## config.mk

```make
export PLATFORM = sky130hd
export DESIGN_NAME = ir_carrier_mod
export DESIGN_NICKNAME = d
export VERILOG_FILES = /design/src/rtl/ir_carrier_pkg.sv /design/src/rtl/ir_prescaler.sv /design/src/rtl/ir_down_timer.sv /design/src/rtl/ir_carrier_gen.sv /design/src/rtl/ir_carrier_mod.sv
export SDC_FILE = /design/constraint.sdc
export NUM_CORES = 1
export LEC_CHECK = 0
export ABC_AREA = 1
export ABC_CLOCK_PERIOD_IN_PS = 2350
export BUFFER_PORTS_ARGS = -buffer_cell sky130_fd_sc_hd__buf_2
export CORE_UTILIZATION = 50
export CTS_CLUSTER_DIAMETER = 80
export DETAILED_ROUTE_END_ITERATION = 16
export PLACE_DENSITY = 0.66
export SYNTH_ARGS = -nofsm -noshare
export SYNTH_HDL_FRONTEND = slang
export SYNTH_SLANG_ARGS = --single-unit
```

## constraint.sdc

```tcl
create_clock -name clk -period 2.35 [get_ports clk]
set_clock_uncertainty 0.1 [all_clocks]
set_input_delay 0.47 -clock clk [delete_from_list [all_inputs] [get_ports clk]]
set_output_delay 0.47 -clock clk [all_outputs]
set_load 0.05 [all_outputs]
```

## src/rtl/ir_carrier_pkg.sv

```systemverilog
package ir_carrier_pkg;
  localparam logic [1:0] ADDR_HIGH = 2'd0;
  localparam logic [1:0] ADDR_LOW  = 2'd1;
  localparam logic [1:0] ADDR_PRE  = 2'd2;
  localparam logic [1:0] ADDR_CTRL = 2'd3;

  localparam int CTRL_START = 0;
  localparam int CTRL_ROUTE = 1;
  localparam int CTRL_KEEP  = 2;

  typedef enum logic [1:0] {
    CG_IDLE = 2'd0,
    CG_HIGH = 2'd1,
    CG_LOW  = 2'd2
  } cg_state_e;
endpackage

```

## src/rtl/ir_prescaler.sv

```systemverilog
module ir_prescaler #(
  parameter int DIV = 64
) (
  input  logic clk,
  input  logic rst_n,
  input  logic clr,
  input  logic en,
  output logic tick
);
  localparam int PW = (DIV > 1) ? $clog2(DIV) : 1;
  localparam logic [PW-1:0] LAST = PW'(DIV - 1);

  logic [PW-1:0] cnt_q, cnt_d;

  assign tick = en && !clr && (cnt_q == LAST);

  always_comb begin
    cnt_d = cnt_q;
    if (clr)
      cnt_d = '0;
    else if (en)
      cnt_d = (cnt_q == LAST) ? '0 : cnt_q + 1'b1;
  end

  always_ff @(posedge clk or negedge rst_n) begin
    if (!rst_n) cnt_q <= '0;
    else        cnt_q <= cnt_d;
  end

  // a tick is only ever followed by a prescaler restart from zero
  p_tick_wrap_r5: assert property (@(posedge clk) disable iff (!rst_n)
    tick |=> (cnt_q == '0));
endmodule

```

## src/rtl/ir_down_timer.sv

```systemverilog
module ir_down_timer #(
  parameter int W = 9
) (
  input  logic         clk,
  input  logic         rst_n,
  input  logic         start,
  input  logic [W-1:0] preload,
  input  logic         tick,
  input  logic         flag_clr,
  output logic         running,
  output logic         done
);
  logic [W-1:0] cnt_q, cnt_d;
  logic         run_q, run_d;
  logic         done_q, done_d;
  logic         expire;

  assign expire = run_q && tick && !start && (cnt_q <= W'(1));

  always_comb begin
    cnt_d  = cnt_q;
    run_d  = run_q;
    done_d = done_q;
    if (flag_clr)
      done_d = 1'b0;
    if (start) begin
      cnt_d = preload;
      run_d = 1'b1;
    end else if (run_q && tick) begin
      if (cnt_q <= W'(1)) begin
        cnt_d  = '0;
        run_d  = 1'b0;
        done_d = 1'b1;
      end else begin
        cnt_d = cnt_q - 1'b1;
      end
    end
  end

  always_ff @(posedge clk or negedge rst_n) begin
    if (!rst_n) begin
      cnt_q  <= '0;
      run_q  <= 1'b0;
      done_q <= 1'b0;
    end else begin
      cnt_q  <= cnt_d;
      run_q  <= run_d;
      done_q <= done_d;
    end
  end

  assign running = run_q;
  assign done    = done_q;

  // each tick lowers a count above one by exactly one
  p_count_down_r5: assert property (@(posedge clk) disable iff (!rst_n)
    (run_q && tick && !start && cnt_q > W'(1)) |=> (run_q && cnt_q == $past(cnt_q) - 1'b1));
  // an idle timer holds its count until started
  p_idle_hold_r5: assert property (@(posedge clk) disable iff (!rst_n)
    (!run_q && !start) |=> ($stable(cnt_q) && !run_q));
  // expiry stops the timer and raises the flag
  p_stop_flag_r6: assert property (@(posedge clk) disable iff (!rst_n)
    expire |=> (!run_q && done_q));
  // a clearing write with no expiry leaves the flag low
  p_flag_clear_r8: assert property (@(posedge clk) disable iff (!rst_n)
    (flag_clr && !expire) |=> !done_q);
  // a start always reloads the count and runs
  p_restart_r7: assert property (@(posedge clk) disable iff (!rst_n)
    start |=> (run_q && cnt_q == $past(preload)));
endmodule

```

## src/rtl/ir_carrier_gen.sv

```systemverilog
module ir_carrier_gen #(
  parameter int W = 9
) (
  input  logic         clk,
  input  logic         rst_n,
  input  logic         env,
  input  logic         car_en,
  input  logic [W-1:0] hi_lim,
  input  logic [W-1:0] lo_lim,
  output logic         pulse_hi
);
  import ir_carrier_pkg::*;

  cg_state_e    st_q, st_d;
  logic [W-1:0] cnt_q, cnt_d;
  logic         hi_end, lo_end;

  assign hi_end = (cnt_q >= hi_lim);
  assign lo_end = (cnt_q >= lo_lim);

  always_comb begin
    st_d  = st_q;
    cnt_d = cnt_q;
    if (!car_en) begin
      st_d  = CG_IDLE;
      cnt_d = '0;
    end else begin
      unique case (st_q)
        CG_IDLE: begin
          cnt_d = '0;
          if (env) st_d = CG_HIGH;
        end
        CG_HIGH: begin
          if (hi_end) begin
            cnt_d = '0;
            st_d  = env ? CG_LOW : CG_IDLE;
          end else begin
            cnt_d = cnt_q + 1'b1;
          end
        end
        CG_LOW: begin
          if (!env) begin
            cnt_d = '0;
            st_d  = CG_IDLE;
          end else if (lo_end) begin
            cnt_d = '0;
            st_d  = CG_HIGH;
          end else begin
            cnt_d = cnt_q + 1'b1;
          end
        end
        default: begin
          cnt_d = '0;
          st_d  = CG_IDLE;
        end
      endcase
    end
  end

  always_ff @(posedge clk or negedge rst_n) begin
    if (!rst_n) begin
      st_q  <= CG_IDLE;
      cnt_q <= '0;
    end else begin
      st_q  <= st_d;
      cnt_q <= cnt_d;
    end
  end

  assign pulse_hi = (st_q == CG_HIGH);

  // an unfinished high phase stays high even when the envelope closes
  p_no_trunc_r10: assert property (@(posedge clk) disable iff (!rst_n)
    (car_en && st_q == CG_HIGH && !hi_end && $stable(hi_lim)) |=> (st_q == CG_HIGH));
  // a high phase is never entered with the envelope closed
  p_start_gated_r10: assert property (@(posedge clk) disable iff (!rst_n)
    (st_q != CG_HIGH && !env) |=> (st_q != CG_HIGH));
  // each new phase starts its count from zero
  p_phase_start_r2: assert property (@(posedge clk) disable iff (!rst_n)
    (st_q != $past(st_q)) |-> (cnt_q == '0));
endmodule

```

## src/rtl/ir_carrier_mod.sv

```systemverilog
module ir_carrier_mod #(
  parameter int CW  = 9,
  parameter int TW  = 9,
  parameter int DIV = 64
) (
  input  logic       clk,
  input  logic       rst_n,
  input  logic       wr_en,
  input  logic [1:0] wr_addr,
  input  logic [9:0] wr_data,
  output logic       tmr_done,
  output logic       ir_drive
);
  import ir_carrier_pkg::*;

  logic [CW-1:0] hi_q, hi_d, lo_q, lo_d;
  logic          byp_q, byp_d;
  logic [TW-1:0] pre_q, pre_d;
  logic          route_q, route_d;
  logic          ctrl_wr, start, flag_clr;
  logic          running, tick, env, pulse_hi;

  assign ctrl_wr  = wr_en && (wr_addr == ADDR_CTRL);
  assign start    = ctrl_wr && wr_data[CTRL_START];
  assign flag_clr = ctrl_wr && !wr_data[CTRL_KEEP];

  always_comb begin
    hi_d    = hi_q;
    byp_d   = byp_q;
    lo_d    = lo_q;
    pre_d   = pre_q;
    route_d = route_q;
    if (wr_en) begin
      unique case (wr_addr)
        ADDR_HIGH: begin
          hi_d  = wr_data[CW-1:0];
          byp_d = wr_data[9];
        end
        ADDR_LOW:  lo_d    = wr_data[CW-1:0];
        ADDR_PRE:  pre_d   = wr_data[TW-1:0];
        ADDR_CTRL: route_d = wr_data[CTRL_ROUTE];
        default: ;
      endcase
    end
  end

  always_ff @(posedge clk or negedge rst_n) begin
    if (!rst_n) begin
      hi_q    <= '0;
      byp_q   <= 1'b0;
      lo_q    <= '0;
      pre_q   <= '0;
      route_q <= 1'b0;
    end else begin
      hi_q    <= hi_d;
      byp_q   <= byp_d;
      lo_q    <= lo_d;
      pre_q   <= pre_d;
      route_q <= route_d;
    end
  end

  ir_prescaler #(.DIV(DIV)) u_pre (
    .clk  (clk),
    .rst_n(rst_n),
    .clr  (start),
    .en   (running),
    .tick (tick)
  );

  ir_down_timer #(.W(TW)) u_tmr (
    .clk     (clk),
    .rst_n   (rst_n),
    .start   (start),
    .preload (pre_q),
    .tick    (tick),
    .flag_clr(flag_clr),
    .running (running),
    .done    (tmr_done)
  );

  assign env = running && route_q;

  ir_carrier_gen #(.W(CW)) u_car (
    .clk     (clk),
    .rst_n   (rst_n),
    .env     (env),
    .car_en  (!byp_q),
    .hi_lim  (hi_q),
    .lo_lim  (lo_q),
    .pulse_hi(pulse_hi)
  );

  assign ir_drive = byp_q ? env : pulse_hi;

  // with routing off the output never drives
  p_route_off_r9: assert property (@(posedge clk) disable iff (!rst_n)
    (!route_q && !pulse_hi) |-> !ir_drive);
  // the flag can only rise as the timer stops
  p_flag_rise_r6: assert property (@(posedge clk) disable iff (!rst_n)
    $rose(tmr_done) |-> !running);
endmodule

```

**Word level (Yosys, flattened, before mapping)**

Index checks and enable logic that the tools add are counted.

- Register bits after elaboration: 57
- Bits in latches: 0
- RAM bits: 0
- Bits in read-only memories: 0
- Output and inout port bits: 2
- Memories: 0

- $add $sub $neg: 3
- Multipliers: 0
- Div/mod/pow operators: 0
- Order comparisons: 3
- Eq/ne operators: 9
- Shifts and indexed selects: 0
- Muxes and demuxes: 26
- Bitwise gates (word level): 0
- Reductions and logical operators: 20

Operators by type and width:

| operator | count |
|---|---|
| $mux W9 | 7 |
| $ge A9 B9 Y1 | 2 |
| $mux W6 | 3 |
| $pmux W9 S2 | 1 |
| $mux W2 | 6 |
| $reduce_and A2 Y1 | 5 |
| $add A9 B1 Y9 const B | 1 |
| $le A9 B1 Y1 const B | 1 |
| $sub A9 B1 Y9 const B | 1 |
| $mux W1 | 8 |
| $logic_and A1 B1 Y1 | 7 |
| $add A6 B1 Y6 const B | 1 |
| $eq A2 B2 Y1 const B | 3 |
| $eq A6 B6 Y1 const B | 1 |
| $pmux W2 S3 | 1 |
| $reduce_bool A2 Y1 | 3 |
| $eq A2 B1 Y1 const B | 2 |
| $logic_not A2 Y1 | 2 |
| $ne A4 B3 Y1 const B | 1 |
| $ne A3 B2 Y1 const B | 1 |
| $ne A3 B3 Y1 const B | 1 |
| $reduce_and A3 Y1 | 1 |
| $logic_not A1 Y1 | 2 |

**Longest topological paths before layout**

Gate-level depths: netlist of the first run.

- Depth after elaboration: 9
- Depth in mapped cells: 13
- Mapped depth without buffers: 13

**Modules after synthesis**

A second synthesis of the first run with hierarchy kept.

- Cell total of the unflattened synthesis: 455
- Area total of the unflattened synthesis: 3505.9 um^2

Modules (own cells, without submodules):

| module | times used | cells each | area each (um^2) | seq. area each (um^2) |
|---|---|---|---|---|
| ir_carrier_mod | 1 | 138 | 1237.4 | 725.7 |
| ir_carrier_gen | 1 | 156 | 1133.6 | 275.3 |
| ir_down_timer | 1 | 115 | 790.8 | 275.3 |
| ir_prescaler | 1 | 46 | 344.1 | 150.1 |

**Least setup slack after synthesis of the first run**

No wires, ideal clock.

- Path type: reg-to-output
- Start: register u_tmr.run_q (netlist: u_tmr.running)
- End: output port ir_drive
- Data arrival time: 1.204 ns
- Required time: 1.780 ns
- Slack: 0.576 ns
- Cell stages (with the launch flop): 3
- Buffers on the path: 0
- Cells stage by stage: dfrtp_1 -> nand2_1 -> o21bai_1

- Cells in the longest elaborated chain, start to end: 2

RTL lines:

| element | RTL line | text |
|---|---|---|
| start, declared | ir_down_timer.sv:14 | `logic run_q, run_d;` |
| start signal, assigned | ir_down_timer.sv:47 | `run_q <= run_d;` |
| $logic_and A1 B1 Y1 | ir_carrier_mod.sv:82 | `assign env = running && route_q;` |
| $mux W1 | ir_carrier_mod.sv:94 | `assign ir_drive = byp_q ? env : pulse_hi;` |
| end, declared | ir_carrier_mod.sv:12 | `output logic ir_drive` |

No other way between the ends.

**Worst setup path in the final report of the first run**

- Start: register u_car.st_q[1]
- End: output port ir_drive

- Cells in the longest elaborated chain, start to end: 2

RTL lines:

| element | RTL line | text |
|---|---|---|
| start, declared | ir_carrier_gen.sv:14 | `cg_state_e st_q, st_d;` |
| start signal, assigned | ir_carrier_gen.sv:65 | `st_q <= st_d;` |
| $eq A2 B1 Y1 | ir_carrier_gen.sv:70 | `assign pulse_hi = (st_q == CG_HIGH);` |
| $mux W1 | ir_carrier_mod.sv:94 |  |

No other way between the ends.

==> results.tsv, run 1 <==
stage	metric	value	unit
status	status	completed	
clocking	CTS tree	done	
power_and_ir_drop	Power per Cell Area	874	mW/mm^2
clocking	Skew-Pair Late Insertion Delay	0.33	ns
sta	final period utilization	0.924	
synth	Synth Cell Area	0.00317	sq mm
synth	Top FF cell, synth	dfrtp_1	
setup_path	R2R setup slack	0.43	ns
setup_path	worst-case reg-to-reg path depth	10	
clocking	total clock sinks	57	
detailed_routing	drt wl/cell	12.8	microns
job	max_cap viols	0	
floorplan	die area	0.00666	sq mm
global_route	number of global-route vias before repair	2426	
clocking	cts hold-fix bufs	0	
clocking	post-cts gate resize count	0	
synth	Yosys warnings	0	
synth	Netlist cell types	31	
setup_path	FF-to-FF Start	u_car.cnt_q[2]$_DFF_PN0_	
setup_path	Worst Path Arrival	1.60	ns
clocking	CTS root buffer	clkbuf_8	
setup_path	Worst setup EP type	output port	
clocking	CTS clk-pin slew, worst paths	0.07	ns
synth	syn_area_per_cell	8.14	sq um
sta	Achievable Freq	460	MHz
clocking	CTS Buf Count	9	
setup_path	Reg2Reg Capture Point	u_car.cnt_q[3]$_DFF_PN0_	
floorplan	Core Footprint	0.00603	sq mm
detailed_routing	DRC violations left	0	
power_and_ir_drop	Max VDD drop	0.484	mV
sta	unrepaired setup endpoints after global routing	false	
final_layout	nets	454	
setup_path	required time worst endpoint	1.78	ns
setup_path	critical-path maximum fanout	4	
sta	Final Max Slew Viols	0	
sta	Final Critical Period	2.17	ns
setup_path	Setup CP Type	reg -> out	
floorplan	initial core utilization	0.526	
place	placer congestion estimate	0.875	
final_layout	Inserted Diodes	0	
global_route	largest net degree at the start of global routing	37	
power_and_ir_drop	Pwr Total	0.00311	W
detailed_routing	1st-iter DRT viols	112	
global_route	Total GRT Usage	0.226	
sta	final setup TNS	0	ns
floorplan	die width	81.6	microns
final_layout	layout cells sized above 1	0.0981	
synth	Synth Instances	389	
hold_path	worst min-delay path class	in -> async	
detailed_routing	via/cell ratio	5.03	
global_route	GR Overflow Total	0	
final_layout	most frequent cells in the layout	nand2_1, inv_1, dfrtp_1	
global_route	initial antenna violation count	0	
synth	Mapped Nets	430	
power_and_ir_drop	Leak Pwr	1.83	nW
detailed_routing	Post-Route WL	6.32	mm
floorplan	row cnt	28	
final_layout	commonest non-fill, non-tap cell in the layout	nand2_1	
sta	slew margin rel.	0.580	
synth	Seq/Total Area, Yosys	0.450	
place	PortBufs	16	
clocking	Max Buffers Root-to-Sink	2	
floorplan	Die Ht	81.6	microns
floorplan	# IOs	17	
final_layout	Area growth syn-to-layout	12.2	%
sta	endpoints failing hold	0	
clocking	H-tree level count	3	
detailed_routing	vias	2482	
synth	asr flop ratio synth	1.00	
setup_path	Worst setup SP type	flop	
place	DP HPWL	4.75	mm
detailed_routing	drt pass-1 iters	4	
synth	Yosys reg bits	57	
synth	Synth area leaders	dfrtp_1, ha_1, nand2_1	
synth	EDFF count, synth	0	
global_route	global-route wire length before repair	11.1	mm
detailed_routing	Routed Antenna Nets	0	
synth	share of the synthesized area in the top cell type	0.450	
synth	largest area contributor in the netlist	dfrtp_1	
sta	worst slew pin tran	0.628	ns
sta	final setup fails	0	
clocking	setup bufs post-CTS	0	
==> metrics by stage <==
step | utilization | instances | hold WS [ns] | setup slack (ns) | instance area (sq um)
global route | 0.590 | 493 | 0.0422 | 0.0518 | 3550
detailed placement | 0.555 | 477 | 0.373 | 0.459 | 3350
finish | 0.590 | 493 | 0.0163 | 0.178 | 3550
global placement | 0.555 | 477 | 0.368 | 0.497 | 3350
CTS | 0.590 | 493 | 0.0245 | 0.161 | 3550
floorplan | - | 389 | 0.0744 | 0.576 | 3170
==> where the power goes <==
| part | total, W | internal, W | switching (W) |
|---|---|---|---|
| combinational | 0.000820 | 0.000330 | 0.000490 |
| sequential | 0.00133 | 0.00118 | 0.000149 |
| clock | 0.000960 | 0.000576 | 0.000383 |
==> critical path: stages, from the launching register on <==
cell	delay, ns
dfrtp_1	0.41
inv_1	0.08
ha_1	0.17
inv_1	0.07
nor2_1	0.14
o21bai_1	0.13
buf_2	0.27
==> cells in the mapped netlist, types with 5 or more instances <==
cell type / count
ha_1: 26
xor2_1: 8
nand2_1: 85
o21ai_1: 7
xnor2_1: 5
dfrtp_1: 57
nor2_1: 38
nand4_1: 6
nand3_1: 20
inv_1: 63
a21oi_1: 7
o21ai_0: 36
==> per-layer routing <==
layer | GRT usage | part of all wire
met4 | 0.104 | 0.018
met2 | 0.341 | 0.43
met3 | 0.0611 | 0.041
met5 | 0 | 0
met1 | 0.304 | 0.51
==> state kept, by name (all words and copies together) (netlist names), 2 cells and up <==
signal       cells
u_car.st_q       2
u_tmr.cnt_q      9
u_car.cnt_q      9
pre_q            9
hi_q             9
lo_q             9
u_pre.cnt_q      6
==> how the worst max path moves through the flow <==
stage | startpoint | to | slack, ns | cells after the start
floorplan | u_tmr.running$_DFFE_PN0P_ | ir_drive | 0.58 | 2
global placement | u_car.st_q[1]$_DFFE_PN0P_ | ir_drive | 0.50 | 6
detailed placement | u_car.cnt_q[2]$_DFF_PN0_ | u_car.cnt_q[3]$_DFF_PN0_ | 0.46 | 10
CTS | u_car.st_q[1]$_DFFE_PN0P_ | ir_drive | 0.16 | 6
global route | u_car.st_q[1]$_DFFE_PN0P_ | ir_drive | 0.05 | 6
finish | u_car.st_q[1]$_DFFE_PN0P_ | ir_drive | 0.18 | 6
==> cells by family after synthesis <==
logic type | count (synthesis) | share of synthesized area
adder cells (fa/ha/maj) | 26 | 0.103
XOR/XNOR | 13 | 0.0359
AO/OA/AOI/OAI | 66 | 0.117
AND/OR/NAND/NOR | 157 | 0.209
flip-flops | 57 | 0.450
buffers and inverters | 70 | 0.0857
==> layout make-up <==
class	instances	area (sq um)
timing repair buffer	18	108
clock inverter	2	35.0
multi-input combinational	262	1470
sequential	57	1430
clock buffer	14	173
inverter	65	249
tap	75	93.8
fill	540	2470
Note: power is estimated with default switching activity, not from simulation.
==> run 2: changes to the inputs <==
--- a/config.mk
+++ b/config.mk
@@ -8,6 +8,7 @@
 export ABC_AREA = 1
 export ABC_CLOCK_PERIOD_IN_PS = 2350
 export BUFFER_PORTS_ARGS = -buffer_cell sky130_fd_sc_hd__buf_2
+export CORE_MARGIN = 2
 export CORE_UTILIZATION = 50
 export CTS_CLUSTER_DIAMETER = 80
 export DETAILED_ROUTE_END_ITERATION = 16
==> results.tsv, run 2 (synthesis gave the netlist of run 1 again) <==
stage	metric	value	unit	change
sta	slew margin rel.	0.594		+0.0137
final_layout	layout cells sized above 1	0.0983		+0.000235
floorplan	initial core utilization	0.508		-0.0181
detailed_routing	Routed Antenna Nets	0		unchanged
clocking	CTS clk-pin slew, worst paths	0.07	ns	about the same
sta	unrepaired setup endpoints after global routing	false		
floorplan	die area	0.00699	sq mm	+5.0%
clocking	setup bufs post-CTS	0		unchanged
global_route	number of global-route vias before repair	2486		+2.5%
power_and_ir_drop	Sequential Power Share	0.431		+0.004
final_layout	nets	454		unchanged
power_and_ir_drop	share of total power in the clock network	0.303		-0.006
clocking	CTS Buf Count	9		unchanged
sta	final setup TNS	0	ns	unchanged
global_route	global-route wire length before repair	11.5	mm	+3.4%
place	placer congestion estimate	0.841		-3.9%
setup_path	Setup CP Type	reg -> out		
global_route	Total GRT Usage	0.206		-0.0200
hold_path	worst min-delay path class	in -> async		
setup_path	Worst Path Arrival	1.64	ns	+0.04 ns
setup_path	required time worst endpoint	1.78	ns	about the same
power_and_ir_drop	switching power	0.00104	W	+1.9%
final_layout	commonest non-fill, non-tap cell in the layout	nand2_1		
floorplan	# IOs	17		unchanged
place	DP HPWL	4.78	mm	+0.60%
power_and_ir_drop	internal power	0.00205	W	-1.8%
sta	Achievable Freq	452	MHz	-1.9%
detailed_routing	DRC violations left	0		unchanged
clocking	post-cts gate resize count	0		unchanged
setup_path	Worst setup SP type	flop		
setup_path	critical-path maximum fanout	4		unchanged
sta	Final Max Slew Viols	0		unchanged
global_route	GR Overflow Total	0		unchanged
clocking	CTS root buffer	clkbuf_8		
clocking	cts hold-fix bufs	0		unchanged
sta	Final Critical Period	2.21	ns	+0.0424 ns
final_layout	most frequent cells in the layout	nand2_1, inv_1, dfrtp_1		
clocking	CTS tree	done		
power_and_ir_drop	Power per Cell Area	871	mW/mm^2	-0.31%
final_layout	Inserted Diodes	0		unchanged
detailed_routing	vias	2497		+0.60%
floorplan	die width	83.6	microns	+2.5%
global_route	initial antenna violation count	0		unchanged
detailed_routing	drt wl/cell	13.0	microns	+1.2%
final_layout	Final Cell Area	0.00354	sq mm	-0.28%
place	PortBufs	16		unchanged
job	max_cap viols	0		unchanged
power_and_ir_drop	sw frac	0.337		+0.00829
sta	final period utilization	0.942		+0.0180
sta	final setup fails	0		unchanged
clocking	H-tree level count	3		unchanged
detailed_routing	drt pass-1 iters	4		unchanged
setup_path	Worst setup EP type	output port		
power_and_ir_drop	Comb pwr share	0.266		+0.002
power_and_ir_drop	Max VDD drop	0.574	mV	+18%
power_and_ir_drop	Leak Pwr	1.83	nW	-0.24%
place	Placement Cell Area	0.00335	sq mm	about the same
detailed_routing	via/cell ratio	5.05		+0.40%
status	status	completed		
floorplan	row cnt	29		+3.6%
sta	Hold WS	0.0329	ns	+0.0166 ns
clocking	Skew-Pair Late Insertion Delay	0.35	ns	+0.02 ns
floorplan	Die Ht	83.6	microns	+2.5%
sta	endpoints failing hold	0		unchanged
final_layout	Area growth syn-to-layout	11.9	%	
floorplan	Core Footprint	0.00624	sq mm	+3.6%
clocking	total clock sinks	57		unchanged
detailed_routing	Post-Route WL	6.41	mm	+1.4%
final_layout	Filler Cell Count	574		+6.3%
clocking	Max Buffers Root-to-Sink	2		unchanged
detailed_routing	1st-iter DRT viols	131		+17%
global_route	largest net degree at the start of global routing	33		-11%
sta	worst slew pin tran	0.609	ns	-0.0191 ns
run 2: changes by cell type in the layout (fill, tap and decap cells not counted):
| cell | previous run | this run |
|---|---|---|
| clkbuf_1 | 2 | 1 |
| clkbuf_8 | 12 | 11 |
| clkinv_2 | 1 | 2 |
run 2: metrics by stage:
stage                     total power [W]  setup slack, ns  cells  utilization
after global placement            0.00214            0.500    479        0.537
after CTS                         0.00311            0.142    494        0.568
after global routing              0.00333           0.0412    494        0.568
after detailed placement          0.00217            0.393    479        0.537
after floorplan                   0.00195            0.576    389            -
final                             0.00309            0.136    494        0.568
run 2: final cells by class:
cell class	count	area (sq um)	share of cell area
Multi-Input combinational cell	262	1470	0.415
Tap cell	77	96.3	0.0272
Sequential cell	57	1430	0.402
Inverter	65	249	0.0702
Timing Repair Buffer	18	108	0.0304
Clock inverter	3	40.0	0.0113
Clock buffer	12	155	0.0438
run 2: worst max-delay path: stages (launching register included):
cell and delay, ns:
dfrtp_1 0.41, inv_1 0.09, ha_1 0.18, inv_1 0.07, nor2_1 0.14, o21bai_1 0.13
buf_2 0.27
run 2: per-layer routing:
layer,GRT usage,vias up,wire length (microns)
met4,0.0880,0,149
met3,0.0455,11,218
met5,0,-,0
met2,0.315,40,2730
met1,0.285,1147,3310
li1,-,1299,-
run 2: path summary, 6_finish.rpt:
path | to | cells after the start | startpoint | slack (ns)
worst min register to register | lo_q[5]$_DFFE_PN0P_ | 2 | lo_q[5]$_DFFE_PN0P_ | 0.39
min in group clk | byp_q$_DFFE_PN0P_ | 3 | wr_data[9] | 0.27
worst max-delay path | ir_drive | 6 | u_car.st_q[1]$_DFFE_PN0P_ | 0.14
max in group asynchronous | u_pre.cnt_q[5]$_DFFE_PN0P_ | 2 | rst_n | 1.53
worst max register to register | u_car.cnt_q[1]$_DFF_PN0_ | 10 | u_car.cnt_q[4]$_DFF_PN0_ | 0.39
worst min-delay path | u_tmr.cnt_q[2]$_DFFE_PN0P_ | 1 | rst_n | 0.03
run 2: power groups by stage:
stage	Sequential, W	Clock [W]	Combinational, W
2_1_floorplan	0.00131	0	0.000647
3_3_place_gp	0.00134	0	0.000799
3_5_place_dp	0.00135	0	0.000820
4_1_cts	0.00133	0.000951	0.000828
5_1_grt	0.00136	0.00100	0.000975
6_report	0.00133	0.000936	0.000820
==> run 3: changes to the inputs <==
--- a/config.mk
+++ b/config.mk
@@ -5,7 +5,7 @@
 export SDC_FILE = /design/constraint.sdc
 export NUM_CORES = 1
 export LEC_CHECK = 0
-export ABC_AREA = 1
+export ABC_AREA = 0
 export ABC_CLOCK_PERIOD_IN_PS = 2350
 export BUFFER_PORTS_ARGS = -buffer_cell sky130_fd_sc_hd__buf_2
 export CORE_MARGIN = 2
==> results.tsv, run 3 <==
stage	metric	value	unit	change
synth	Post-synth top cells	dfrtp_1, ha_1, o21ai_0		
setup_path	FF-to-FF Start	u_tmr.cnt_q[5]$_DFFE_PN0P_		
final_layout	Final Cell Area	0.00346	sq mm	-2.5%
synth	most frequent cell after synthesis	dfrtp_1		
power_and_ir_drop	Pwr Total	0.00280	W	-9.5%
clocking	cts hold-fix bufs	0		unchanged
synth	largest area contributor in the netlist	dfrtp_1		
synth	Seq/Total Area, Yosys	0.457		+0.00723
detailed_routing	Routed Antenna Nets	0		unchanged
sta	unrepaired setup endpoints after global routing	false		
floorplan	Die Ht	83.0	microns	-0.75%
synth	Yosys reg bits	57		unchanged
synth	Yosys warnings	0		unchanged
synth	Synth area leaders	dfrtp_1, ha_1, mux2_2		
clocking	CTS root buffer	clkbuf_8		
detailed_routing	drt wl/cell	15.3	microns	+18%
floorplan	initial core utilization	0.520		+0.0128
sta	final period utilization	0.887		-0.0555
detailed_routing	vias	2308		-7.6%
place	placer congestion estimate	0.776		-7.8%
setup_path	Setup CP Type	reg -> reg		
setup_path	WP buf/inv	0		-3
setup_path	Worst path max stage delay	0.47	ns	+0.06 ns
global_route	global-route wire length before repair	11.0	mm	-3.8%
power_and_ir_drop	Power per Cell Area	809	mW/mm^2	-7.2%
floorplan	Core Footprint	0.00599	sq mm	-4.0%
final_layout	Area growth syn-to-layout	10.9	%	
synth	Mapped Nets	350		-19%
setup_path	Worst Setup SP	u_tmr.cnt_q[5]$_DFFE_PN0P_		
floorplan	die area	0.00688	sq mm	-1.5%
synth	share of the synthesized area in the top cell type	0.457		+0.00723
sta	Final Max Slew Viols	0		unchanged
clocking	CTS Buf Count	9		unchanged
synth	Netlist cell types	46		+48%
clocking	total clock sinks	57		unchanged
synth	Synth Instances	309		-21%
sta	Achievable Freq	480	MHz	+6.3%
clocking	Skew-Pair Late Insertion Delay	0.34	ns	about the same
setup_path	Worst path depth	5		-1
final_layout	Final Util	0.577		+0.00911
hold_path	worst min-delay path class	in -> async		
status	status	completed		
sta	Final Critical Period	2.08	ns	-0.130 ns
global_route	number of global-route vias before repair	2274		-8.5%
sta	worst slew pin tran	0.545	ns	-0.0638 ns
detailed_routing	1st-iter DRT viols	65		-50%
clocking	CTS tree	done		
synth	Synth Cell Area	0.00312	sq mm	-1.6%
synth	asr flop ratio synth	1.00		unchanged
floorplan	row cnt	28		-3.4%
sta	endpoints failing hold	0		unchanged
floorplan	die width	83.0	microns	-0.75%
setup_path	critical-path maximum fanout	12		+8
setup_path	required time worst endpoint	2.46	ns	+0.68 ns
final_layout	layout cells sized above 1	0.182		+0.0838
final_layout	fin cells	410		-17%
synth	Top FF cell, synth	dfrtp_1		
setup_path	Top delay family on crit path	compound AO/OA/AOI/OAI gates		
floorplan	# IOs	17		unchanged
sta	final setup fails	0		unchanged
power_and_ir_drop	Max VDD drop	0.355	mV	-38%
detailed_routing	via/cell ratio	5.63		+11%
global_route	largest net degree at the start of global routing	36		+9.1%
place	DP HPWL	4.65	mm	-2.7%
place	placed cells	394		-18%
final_layout	Inserted Diodes	0		unchanged
setup_path	worst path cell trace	nor4_1 > o211a_1 > nor2_1 > a32oi_1 > o21ai_0		
setup_path	Worst setup SP type	flop		
detailed_routing	Post-Route WL	6.27	mm	-2.2%
place	PortBufs	16		unchanged
final_layout	Filler Cell Count	518		-9.8%
clocking	CTS clk-pin slew, worst paths	0.06	ns	about the same
synth	EDFF count, synth	0		unchanged
global_route	Total GRT Usage	0.202		-0.00471
detailed_routing	drt pass-1 iters	5		+1
sta	slew margin rel.	0.635		+0.0414
setup_path	Worst setup EP type	flop		
setup_path	Worst Path Arrival	2.19	ns	+0.55 ns
global_route	initial antenna violation count	0		unchanged
global_route	GR Overflow Total	0		unchanged
synth	syn_area_per_cell	10.1	sq um	+24%
final_layout	commonest non-fill, non-tap cell in the layout	dfrtp_1		
sta	final setup TNS	0	ns	unchanged
job	max_cap viols	0		unchanged
setup_path	worst-case reg-to-reg path depth	5		-5
power_and_ir_drop	Leak Pwr	1.61	nW	-12%
clocking	H-tree level count	3		unchanged
setup_path	Max stage delay cell, worst path	nor4_1		
detailed_routing	DRC violations left	0		unchanged
place	Placement Cell Area	0.00327	sq mm	-2.2%
final_layout	most frequent cells in the layout	dfrtp_1, ha_1, o21ai_0		
clocking	Max Buffers Root-to-Sink	2		unchanged
final_layout	nets	371		-18%
-- run 3: stage by stage --
stage	setup slack, ns	hold WS (ns)
final	0.266	0.00395
after global routing	0.110	0.0401
after CTS	0.131	0.0221
after detailed placement	0.144	0.365
after global placement	0.147	0.357
after floorplan	0.0270	0.0744
-- run 3: metal layers --
| layer | GRT usage | share of wire | up-vias |
|---|---|---|---|
| met3 | 0.0577 | 0.041 | 8 |
| met4 | 0.0805 | 0.015 | 0 |
| met5 | 0 | 0 | - |
| met2 | 0.285 | 0.43 | 45 |
| met1 | 0.291 | 0.51 | 1109 |
| li1 | - | - | 1146 |
-- run 3: layout make-up --
class / instances / area [sq um] / share of cell area
multi-input combinational: 218 / 1550 / 0.448
timing repair buffer: 20 / 123 / 0.0355
sequential: 57 / 1430 / 0.413
clock inverter: 3 / 15.0 / 0.00434
tap: 75 / 93.8 / 0.0271
inverter: 24 / 90.1 / 0.0261
clock buffer: 13 / 159 / 0.0460
-- run 3: final timing paths --
path	slack (ns)	endpoint
setup / recovery	0.27	u_tmr.cnt_q[3]$_DFFE_PN0P_
hold / removal	0.004	u_tmr.cnt_q[8]$_DFFE_PN0P_
setup reg to reg	0.27	u_tmr.cnt_q[3]$_DFFE_PN0P_
hold reg to reg	0.38	u_tmr.cnt_q[1]$_DFFE_PN0P_
max in group asynchronous	1.57	u_car.cnt_q[8]$_DFF_PN0_
min in group clk	0.27	byp_q$_DFFE_PN0P_
-- run 3: worst register-to-register path, stage by stage (launching register included) --
cell	delay [ns]
dfrtp_1	0.44
nor4_1	0.48
o211a_1	0.45
nor2_1	0.17
a32oi_1	0.23
o21ai_0	0.09
-- run 3: what timing repair did --
| item | CTS | global route |
|---|---|---|
| resized for setup | 0 | 2 |
| setup endpoints to repair | 0 | 7 |
| buffers inserted | 0 | 0 |
-- run 3: cell families after synthesis --
logic type / Yosys count / synth area share
AO/OA/AOI/OAI: 58 / 0.108
XOR/XNOR: 9 / 0.0253
adder cells (fa/ha/maj): 26 / 0.104
buffers and inverters: 34 / 0.0482
flip-flops: 57 / 0.457
multiplexers: 22 / 0.0783
AND/OR/NAND/NOR: 103 / 0.179
-- run 3: power by group --
group / switching, W / total (W) / internal, W / leakage, nW
combinational: 0.000369 / 0.000656 / 0.000286 / 0.810
clock: 0.000375 / 0.000810 / 0.000435 / 0.0932
sequential: 0.000159 / 0.00133 / 0.00117 / 0.704
total: 0.000903 / 0.00280 / 0.00189 / 1.61
